[config.mk]
export PLATFORM = sky130hd
export DESIGN_NAME = wstat_gen
export DESIGN_NICKNAME = d
export VERILOG_FILES = /design/src/rtl/wsg_pkg.sv /design/src/rtl/wsg_timer.sv /design/src/rtl/wsg_ctrl.sv /design/src/rtl/wsg_outmux.sv /design/src/rtl/wstat_gen.sv
export SDC_FILE = /design/constraint.sdc
export NUM_CORES = 1
export LEC_CHECK = 0
export ABC_AREA = 1
export BUFFER_PORTS_ARGS = -buffer_cell sky130_fd_sc_hd__buf_2
export CAP_MARGIN = 20
export CORE_UTILIZATION = 40
export DETAILED_ROUTE_END_ITERATION = 16
export GPL_TIMING_DRIVEN = 0
export PLACE_DENSITY = 0.53
export SLEW_MARGIN = 30
export SYNTH_ARGS = -nofsm -noshare
export SYNTH_HDL_FRONTEND = slang
export SYNTH_SLANG_ARGS = --single-unit
[constraint.sdc]
create_clock -name clk -period 4.3 [get_ports clk]
set_input_delay 0.215 -clock clk [delete_from_list [all_inputs] [get_ports clk]]
set_output_delay 0.215 -clock clk [all_outputs]
set_load 0.05 [all_outputs]
[src/rtl/wsg_pkg.sv]
package wsg_pkg;
    typedef enum logic [2:0] {
        ST_READ  = 3'd0,
        ST_PROG  = 3'd1,
        ST_ERASE = 3'd2,
        ST_ESUSP = 3'd3,
        ST_SPROG = 3'd4,
        ST_PWAIT = 3'd5,
        ST_TOUT  = 3'd6
    } wsg_state_e;
endpackage

[src/rtl/wsg_timer.sv]
module wsg_timer #(
    parameter int CW = 8
) (
    input  logic          clk,
    input  logic          rst_n,
    input  logic          clr,
    input  logic          en,
    output logic [CW-1:0] cnt
);
    always_ff @(posedge clk or negedge rst_n) begin
        if (!rst_n)   cnt <= '0;
        else if (clr) cnt <= '0;
        else if (en)  cnt <= cnt + 1'b1;
    end
endmodule

[src/rtl/wsg_ctrl.sv]
module wsg_ctrl
    import wsg_pkg::*;
#(
    parameter int OP_LIMIT  = 16,
    parameter int PROG_WIN  = 5,
    parameter int ERASE_WIN = 9,
    parameter int CW        = 8
) (
    input  logic          clk,
    input  logic          rst_n,
    input  logic          cmd_start,
    input  logic          cmd_erase,
    input  logic          cmd_bit,
    input  logic          tgt_prot,
    input  logic          suspend_req,
    input  logic          resume_req,
    input  logic          array_done,
    input  logic          reset_cmd,
    input  logic [CW-1:0] main_cnt,
    input  logic [CW-1:0] aux_cnt,
    output wsg_state_e    st,
    output logic          dat_q,
    output logic          arr_q,
    output logic          op_erase_q,
    output logic          main_clr,
    output logic          main_en,
    output logic          aux_clr,
    output logic          aux_en
);
    localparam logic [CW-1:0] LIM_M1 = CW'(OP_LIMIT - 1);
    localparam logic [CW-1:0] PW_M1  = CW'(PROG_WIN - 1);
    localparam logic [CW-1:0] EW_M1  = CW'(ERASE_WIN - 1);

    wsg_state_e nxt;
    logic       susp_q;
    logic       main_hit, aux_hit, win_hit;

    assign main_hit = (main_cnt >= LIM_M1);
    assign aux_hit  = (aux_cnt >= LIM_M1);
    assign win_hit  = (aux_cnt >= (op_erase_q ? EW_M1 : PW_M1));

    assign main_clr = (st == ST_READ);
    assign main_en  = (st == ST_PROG) || (st == ST_ERASE);
    assign aux_clr  = !((st == ST_SPROG) || (st == ST_PWAIT));
    assign aux_en   = (st == ST_SPROG) || (st == ST_PWAIT);

    always_comb begin
        nxt = st;
        unique case (st)
            ST_READ:  if (cmd_start) nxt = tgt_prot ? ST_PWAIT : (cmd_erase ? ST_ERASE : ST_PROG);
            ST_PROG:  if (array_done) nxt = ST_READ;
                      else if (main_hit) nxt = ST_TOUT;
            ST_ERASE: if (array_done) nxt = ST_READ;
                      else if (suspend_req) nxt = ST_ESUSP;
                      else if (main_hit) nxt = ST_TOUT;
            ST_ESUSP: if (resume_req) nxt = ST_ERASE;
                      else if (cmd_start && !cmd_erase) nxt = tgt_prot ? ST_PWAIT : ST_SPROG;
            ST_SPROG: if (array_done) nxt = ST_ESUSP;
                      else if (aux_hit) nxt = ST_TOUT;
            ST_PWAIT: if (win_hit) nxt = susp_q ? ST_ESUSP : ST_READ;
            ST_TOUT:  if (reset_cmd) nxt = ST_READ;
            default:  nxt = ST_READ;
        endcase
    end

    always_ff @(posedge clk or negedge rst_n) begin
        if (!rst_n) st <= ST_READ;
        else        st <= nxt;
    end

    always_ff @(posedge clk or negedge rst_n) begin
        if (!rst_n) begin
            dat_q      <= 1'b1;
            arr_q      <= 1'b1;
            op_erase_q <= 1'b0;
            susp_q     <= 1'b0;
        end else begin
            if (st == ST_READ && cmd_start) begin
                if (!cmd_erase) dat_q <= cmd_bit;
                op_erase_q <= cmd_erase;
                susp_q     <= 1'b0;
            end
            if (st == ST_ESUSP && resume_req) op_erase_q <= 1'b1;
            if (st == ST_ESUSP && !resume_req && cmd_start && !cmd_erase) begin
                dat_q      <= cmd_bit;
                op_erase_q <= 1'b0;
                susp_q     <= 1'b1;
            end
            if ((st == ST_PROG || st == ST_SPROG) && array_done) arr_q <= dat_q;
            if (st == ST_ERASE && array_done) arr_q <= 1'b1;
            if (st == ST_TOUT && reset_cmd) susp_q <= 1'b0;
        end
    end

    // the protected-target window holds while its count is short of the end
    assert_win_hold_R7: assert property (@(posedge clk) disable iff (!rst_n)
        (st == ST_PWAIT && aux_cnt < (op_erase_q ? EW_M1 : PW_M1)) |=> st == ST_PWAIT);
    // the main counter never advances while the erase is suspended
    assert_susp_frozen_R9: assert property (@(posedge clk) disable iff (!rst_n)
        (st == ST_ESUSP && $past(st) == ST_ESUSP) |-> $stable(main_cnt));
    // a command while busy leaves the latched bit alone
    assert_busy_bit_R11: assert property (@(posedge clk) disable iff (!rst_n)
        (st == ST_PROG) |=> $stable(dat_q));
endmodule

[src/rtl/wsg_outmux.sv]
module wsg_outmux
    import wsg_pkg::*;
(
    input  wsg_state_e st,
    input  logic       dat_q,
    input  logic       arr_q,
    input  logic       op_erase_q,
    output logic       dq7,
    output logic       dq5,
    output logic       ready
);
    logic op_val;
    assign op_val = op_erase_q ? 1'b0 : ~dat_q;

    always_comb begin
        dq7   = arr_q;
        dq5   = 1'b0;
        ready = 1'b0;
        unique case (st)
            ST_READ:  begin dq7 = arr_q;  ready = 1'b1; end
            ST_PROG:  dq7 = ~dat_q;
            ST_SPROG: dq7 = ~dat_q;
            ST_ERASE: dq7 = 1'b0;
            ST_ESUSP: begin dq7 = 1'b1;   ready = 1'b1; end
            ST_PWAIT: dq7 = op_val;
            ST_TOUT:  begin dq7 = op_val; dq5 = 1'b1; end
            default:  begin dq7 = arr_q;  ready = 1'b1; end
        endcase
    end
endmodule

[src/rtl/wstat_gen.sv]
module wstat_gen
    import wsg_pkg::*;
#(
    parameter int OP_LIMIT  = 1000000,
    parameter int PROG_WIN  = 250,
    parameter int ERASE_WIN = 100000
) (
    input  logic clk,
    input  logic rst_n,
    input  logic cmd_start,
    input  logic cmd_erase,
    input  logic cmd_bit,
    input  logic tgt_prot,
    input  logic suspend_req,
    input  logic resume_req,
    input  logic array_done,
    input  logic reset_cmd,
    output logic dq7_o,
    output logic dq5_o,
    output logic ready_o
);
    localparam int MAXV = (OP_LIMIT > PROG_WIN) ?
                          ((OP_LIMIT > ERASE_WIN) ? OP_LIMIT : ERASE_WIN) :
                          ((PROG_WIN > ERASE_WIN) ? PROG_WIN : ERASE_WIN);
    localparam int CW = $clog2(MAXV + 1);
    localparam logic [CW-1:0] LIM_M1 = CW'(OP_LIMIT - 1);

    wsg_state_e    st;
    logic          dat_q, arr_q, op_erase_q;
    logic          main_clr, main_en, aux_clr, aux_en;
    logic [CW-1:0] main_cnt, aux_cnt;

    wsg_timer #(.CW(CW)) u_main (.clk(clk), .rst_n(rst_n), .clr(main_clr), .en(main_en), .cnt(main_cnt));
    wsg_timer #(.CW(CW)) u_aux  (.clk(clk), .rst_n(rst_n), .clr(aux_clr),  .en(aux_en),  .cnt(aux_cnt));

    wsg_ctrl #(.OP_LIMIT(OP_LIMIT), .PROG_WIN(PROG_WIN), .ERASE_WIN(ERASE_WIN), .CW(CW)) u_ctrl (
        .clk(clk), .rst_n(rst_n), .cmd_start(cmd_start), .cmd_erase(cmd_erase), .cmd_bit(cmd_bit),
        .tgt_prot(tgt_prot), .suspend_req(suspend_req), .resume_req(resume_req),
        .array_done(array_done), .reset_cmd(reset_cmd), .main_cnt(main_cnt), .aux_cnt(aux_cnt),
        .st(st), .dat_q(dat_q), .arr_q(arr_q), .op_erase_q(op_erase_q),
        .main_clr(main_clr), .main_en(main_en), .aux_clr(aux_clr), .aux_en(aux_en));

    wsg_outmux u_out (.st(st), .dat_q(dat_q), .arr_q(arr_q), .op_erase_q(op_erase_q),
                      .dq7(dq7_o), .dq5(dq5_o), .ready(ready_o));

    assert_start_busy_R2: assert property (@(posedge clk) disable iff (!rst_n)
        (st == ST_READ && cmd_start) |=> !ready_o);
    assert_prog_done_R3: assert property (@(posedge clk) disable iff (!rst_n)
        (st == ST_PROG && array_done) |=> (ready_o && dq7_o == $past(dat_q)));
    assert_erase_poll_R4: assert property (@(posedge clk) disable iff (!rst_n)
        (st == ST_ERASE && !array_done && !suspend_req && main_cnt < LIM_M1) |=> (!dq7_o && !ready_o));
    assert_suspend_R5: assert property (@(posedge clk) disable iff (!rst_n)
        (st == ST_ERASE && suspend_req && !array_done) |=> (dq7_o && ready_o));
    assert_limit_R9: assert property (@(posedge clk) disable iff (!rst_n)
        (st == ST_PROG && !array_done && main_cnt >= LIM_M1) |=> (dq5_o && !ready_o));
    assert_dq5_busy_R9: assert property (@(posedge clk) disable iff (!rst_n)
        dq5_o |-> !ready_o);
    assert_tout_clear_R10: assert property (@(posedge clk) disable iff (!rst_n)
        (st == ST_TOUT && reset_cmd) |=> (!dq5_o && ready_o));
endmodule

# Yosys cells after proc, flatten, opt, wreduce, memory -nomap -nowiden
# Cells that the tools add are included.
# Widths: inputs -> output; s select.
# op_classes
order_cmp	3
add_sub_neg	2
bitwise	1
n_mux	35
n_eq_ne	12
reduce_logical	25
# ops
cell	count
$mux 20	3
$add 20x1->20 const B	2
$ge 20x20->1 const B	2
$mux 3	12
$pmux 3 s7	1
$ge 20x20->1	1
$mux 17	1
$mux 1	15
$eq 3x3->1 const B	3
$logic_and 1x1->1	9
$eq 3x2->1 const B	2
$ne 3x2->1 const B	2
$reduce_bool 2->1	3
$reduce_bool 3->1	2
$reduce_and 5->1	1
$reduce_or 5->1	1
$mux 2	2
$ne 2x1->1 const B	2
$ne 2x2->1 const B	2
$pmux 1 s4	1
$reduce_or 2->1	2
$eq 3x1->1 const B	1
$logic_not 3->1	1
$logic_or 1x1->1	3
other kinds (3)	4
# totals
inputBits	10
reg_bits	47

# Longest topological paths before layout
# depth
depth_word	6
ltp_mapped	14
mapped_depth_nobuf	14

# Modules after synthesis
# From an unflattened synthesis, not the netlist that was laid out.
# unflattened
cells_unflattened	519
area_unflattened_um2	3433.3
# by_module_without_submodules
module	instances	area_per_inst_um2	cells_per_inst
wsg_timer	2	1171.1	162
wsg_ctrl	1	1012.2	176
wsg_outmux	1	78.8	19

# Least setup slack after synthesis
# Ideal clock, no wire load.
# synth_timing
path_type	register -> output
startpoint	register u_ctrl.st[0]
endpoint	output port dq7_o
setup_slack_ns	1.636
path_stages_with_launch	9
arrival_ns	2.449
path_cell_list	dfrtp_1 > buf_4 > inv_1 > nand2_1 > nor2_1 > inv_1 > nand2_1 > a21oi_1 > o211ai_1
# synth_between
elab_chain_cells	3
elab_cells_between_ends	9
cone_classes	eq/ne (6); mux (1); reduce/logical (2)
# synth_lines
element	line	rtl
start, declared	wsg_ctrl.sv:21	output wsg_state_e st,
start signal, assigned	wsg_ctrl.sv:68	else st <= nxt;
$eq 3x3->1 / $eq 3x1->1 (equally long branches)	wsg_outmux.sv:19	unique case (st)
$reduce_or 2->1 (no line)	-	
$pmux 1 s4 *	wsg_outmux.sv:19	
end, declared	wstat_gen.sv:18	output logic dq7_o,
# Every way passes the cells marked *; elsewhere a longest branch is shown, timed or not.

# Worst setup path in the final report
# Same ends and word-level chain as after synthesis.

==> summary.md <==
| Metric | Value |
|---|---|
| Status | finished, final reports clean |
| Critical path class | reg -> out |
| CTS tree | done |
| N_diodes | 0 |
| Crit-path cells | buf_4 -> inv_1 -> nand2_1 -> nor2_1 -> inv_1 -> nand2_1 -> a21oi_1 -> o211ai_1 -> buf_2 |
| Hold buffer count at cts | 1 |
| Fmax | 449 MHz |
| Clock transition at path regs | 0.09 ns |
| Post-CTS Setup Inserts | 0 |
| Unrepaired setup endpoints after global routing | no |
| Synth Cell Area | 0.00313 mm² |
| Avg WL per Cell | 12.9 µm |
| Synthesis-to-finish area growth | 10.0% |
| Synth top area cells | dfrtp_1 36%, nand2_1 14%, inv_1 7.6% |
| Flops & latches, synth | 47 |
| Arrival time of the worst setup path | 2.01 ns |
| DRC Markers | 0 |
| Final period utilization | 51.8% |
| Total GRT Usage | 19.8% |
| Final instance area | 0.00344 mm² |
| Largest net degree at the start of global routing | 48 |
| Via-per-instance ratio | 5.07 |
| Wire length of the first global-routing pass | 13000 µm |
| Die Width | 90.5 µm |
| Layout Cells excl Fill | 561 |
| Yosys top cell by area | dfrtp_1 |
| Site row count | 31 |
| Layout Utilization | 46.5% |
| Placed instance count | 552 |
| Post-route ant nets | 0 |
| Total power | 1.48 mW |
| WP data required | 4.09 ns |
| Skew final | 0.0151 ns |
| Die ar. | 0.00818 mm² |
| Antenna violations before repair | 0 |
| Element type at the critical path end | output pin |
| Setup-failing EPs final | 0 |
| Wirelength, routed | 7260 µm |
| Sequential fraction of the synthesis area | 37.7% |
| Final nets | 481 |
| Via count | 2842 |
| Worst hold path type | in -> reg |
| Leakage | 1.66 nW |
| Clock Latency Late Sink | 0.31 ns |
| DRT Pass-1 Iters | 4 |
| Synth Area per Inst | 7.10 µm² |
| Synth Instances | 441 |
| Final Hold Viols | 0 |
| DR iter-0 viols | 161 |
| Setup WS post-layout | 2.07 ns |
| Max-Cap Viols | 0 |
| Min Hold Slack | 0.128 ns |
| Cts bufs inserted | 5 |
| Post-Place Worst Slack | 2.30 ns |
| Critical path startpoint category | register |
| Min cycle time layout | 2.23 ns |
| Vias in the first global route | 2703 |
| CTS H-Tree Depth | 2 |
| I/O Buffers | 12 |
| Num ports | 13 |
| Max stage delay on crit path | 0.37 ns |
| Final setup TNS | 0 ns |
| Slew headroom | 58.5% |
| Syn Nets | 461 |
| Final Max Slew Viols | 0 |
| Power Dens Cells | 429 mW/mm² |
| Clock sinks | 47 |
| Syn. warnings | 0 |
| Die H | 90.5 µm |
| Worst vdd ir | 145 µV |
| Initial Util | 42.2% |
| Crit-path slowest cell | dfrtp_1 |
| Cell Area, Placed | 0.00332 mm² |
| Resize count post-CTS | 0 |
| Worst-margin pin slew | 0.623 ns |
| Grt ovf | 0 |
| Core ar. | 0.00741 mm² |
| Post-synth top area share | 36.0% |
| Yosys cell types | 42 |
| GPL Wtd Cong | 0.887 |
| Final HPWL DP | 5580 µm |
| Share of cells above drive strength 1 | 10.8% |
| Root Driver | clkbuf_8 |
| CTS max path bufs | 2 |
| Critical Path Fanout Max | 8 |
==> cells in the mapped netlist, drive strengths merged <==
master	instances
nand2	116
nor2	67
inv	65
dfrtp	45
nand3	27
o21ai	24
a21oi	22
nor3	19
ha	10
nand4	10
buf	6
xor2	6
a211oi	3
nor4	3
a31oi	2
dfstp	2
nand3b	2
nor3b	2
o211ai	2
a21o	1
a221oi	1
a22o	1
a22oi	1
o211a	1
o21a	1
o21bai	1
o22ai	1
==> final timing paths <==
path                       slack, ns               from  depth (start not counted)              to
setup / recovery                2.07       u_ctrl.st[0]                          9           dq7_o
hold / removal                  0.13          reset_cmd                          2   u_ctrl.susp_q
setup reg to reg                2.34  u_ctrl.op_erase_q                         13    u_ctrl.st[1]
hold reg to reg                 0.50       u_ctrl.dat_q                          2    u_ctrl.dat_q
max in group asynchronous       3.41              rst_n                          2   u_aux.cnt[15]
min in group asynchronous       0.44              rst_n                          2  u_main.cnt[11]
==> final cells by class <==
class                   instances  area [µm²]
multi-input cells             323        1670
flip-flops and latches         47        1180
fillers                       776        3970
clock buffers                   6        82.6
well taps                      99         124
clock inverters                 2        35.0
plain buffers                   6        33.8
inverters                      65         251
repair buffers                 13        72.6
==> worst max-delay path, delay by kind of cell, from the launching register on <==
kind / cells / cell delay (ns)
AOI/OAI and AO/OA: 2 / 0.26
buffers and inverters: 4 / 0.64
DFF: 1 / 0.37
and+or+nand+nor: 3 / 0.43
==> cell families (layout without fill, tap and decap cells) <==
kind of cell / count (synthesis) / after routing / share of synthesized area, %
AOI/OAI and AO/OA: 61 / 61 / 11.3
buffers and inverters: 71 / 92 / 9.12
DFF: 47 / 47 / 37.7
and+or+nand+nor: 246 / 246 / 36.3
xor gates and xnor gates: 6 / 6 / 1.68
adders and majority gates: 10 / 10 / 4.00
==> flip-flops by register name (all words and copies together), names as in the netlist <==
| register | cells |
|---|---|
| u_aux.cnt | 20 |
| u_ctrl.arr_q | 1 |
| u_ctrl.dat_q | 1 |
| u_ctrl.op_erase_q | 1 |
| u_ctrl.st | 3 |
| u_ctrl.susp_q | 1 |
| u_main.cnt | 20 |
==> placed cells by master (no fill, tap or decap), types with 2 or more instances in the layout <==
master / n
nor3b_1: 2
a21oi_1: 21
dfstp_2: 2
clkbuf_8: 6
nand2_4: 2
dfrtp_1: 45
nand3b_1: 2
o21ai_1: 3
buf_2: 14
nor2_1: 58
nand3_4: 2
buf_4: 3
o21ai_0: 20
xor2_1: 6
inv_1: 63
nor2_2: 5
nand3_1: 23
nor3_1: 18
nand2_1: 113
nand3_2: 2
nor4_1: 3
a31oi_1: 2
ha_1: 10
nand4_1: 9
nor2_4: 4
o211ai_1: 2
a211oi_1: 3
==> routing by layer <==
layer	global-route usage, %	share of wire [%]	vias to the layer above
met1	26.9	51	1320
met4	6.45	1.6	0
met2	32.0	45	41
met3	3.28	2.4	10
met5	0	0	-
li1	-	-	1471
==> where the power goes <==
group / internal, mW / total (mW) / leakage, nW / switching (mW)
clock network: 0.188 / 0.344 / 0.0612 / 0.155
logic: 0.173 / 0.580 / 0.957 / 0.407
registers: 0.495 / 0.554 / 0.639 / 0.0590
Note: power is estimated with default switching activity, not from simulation.
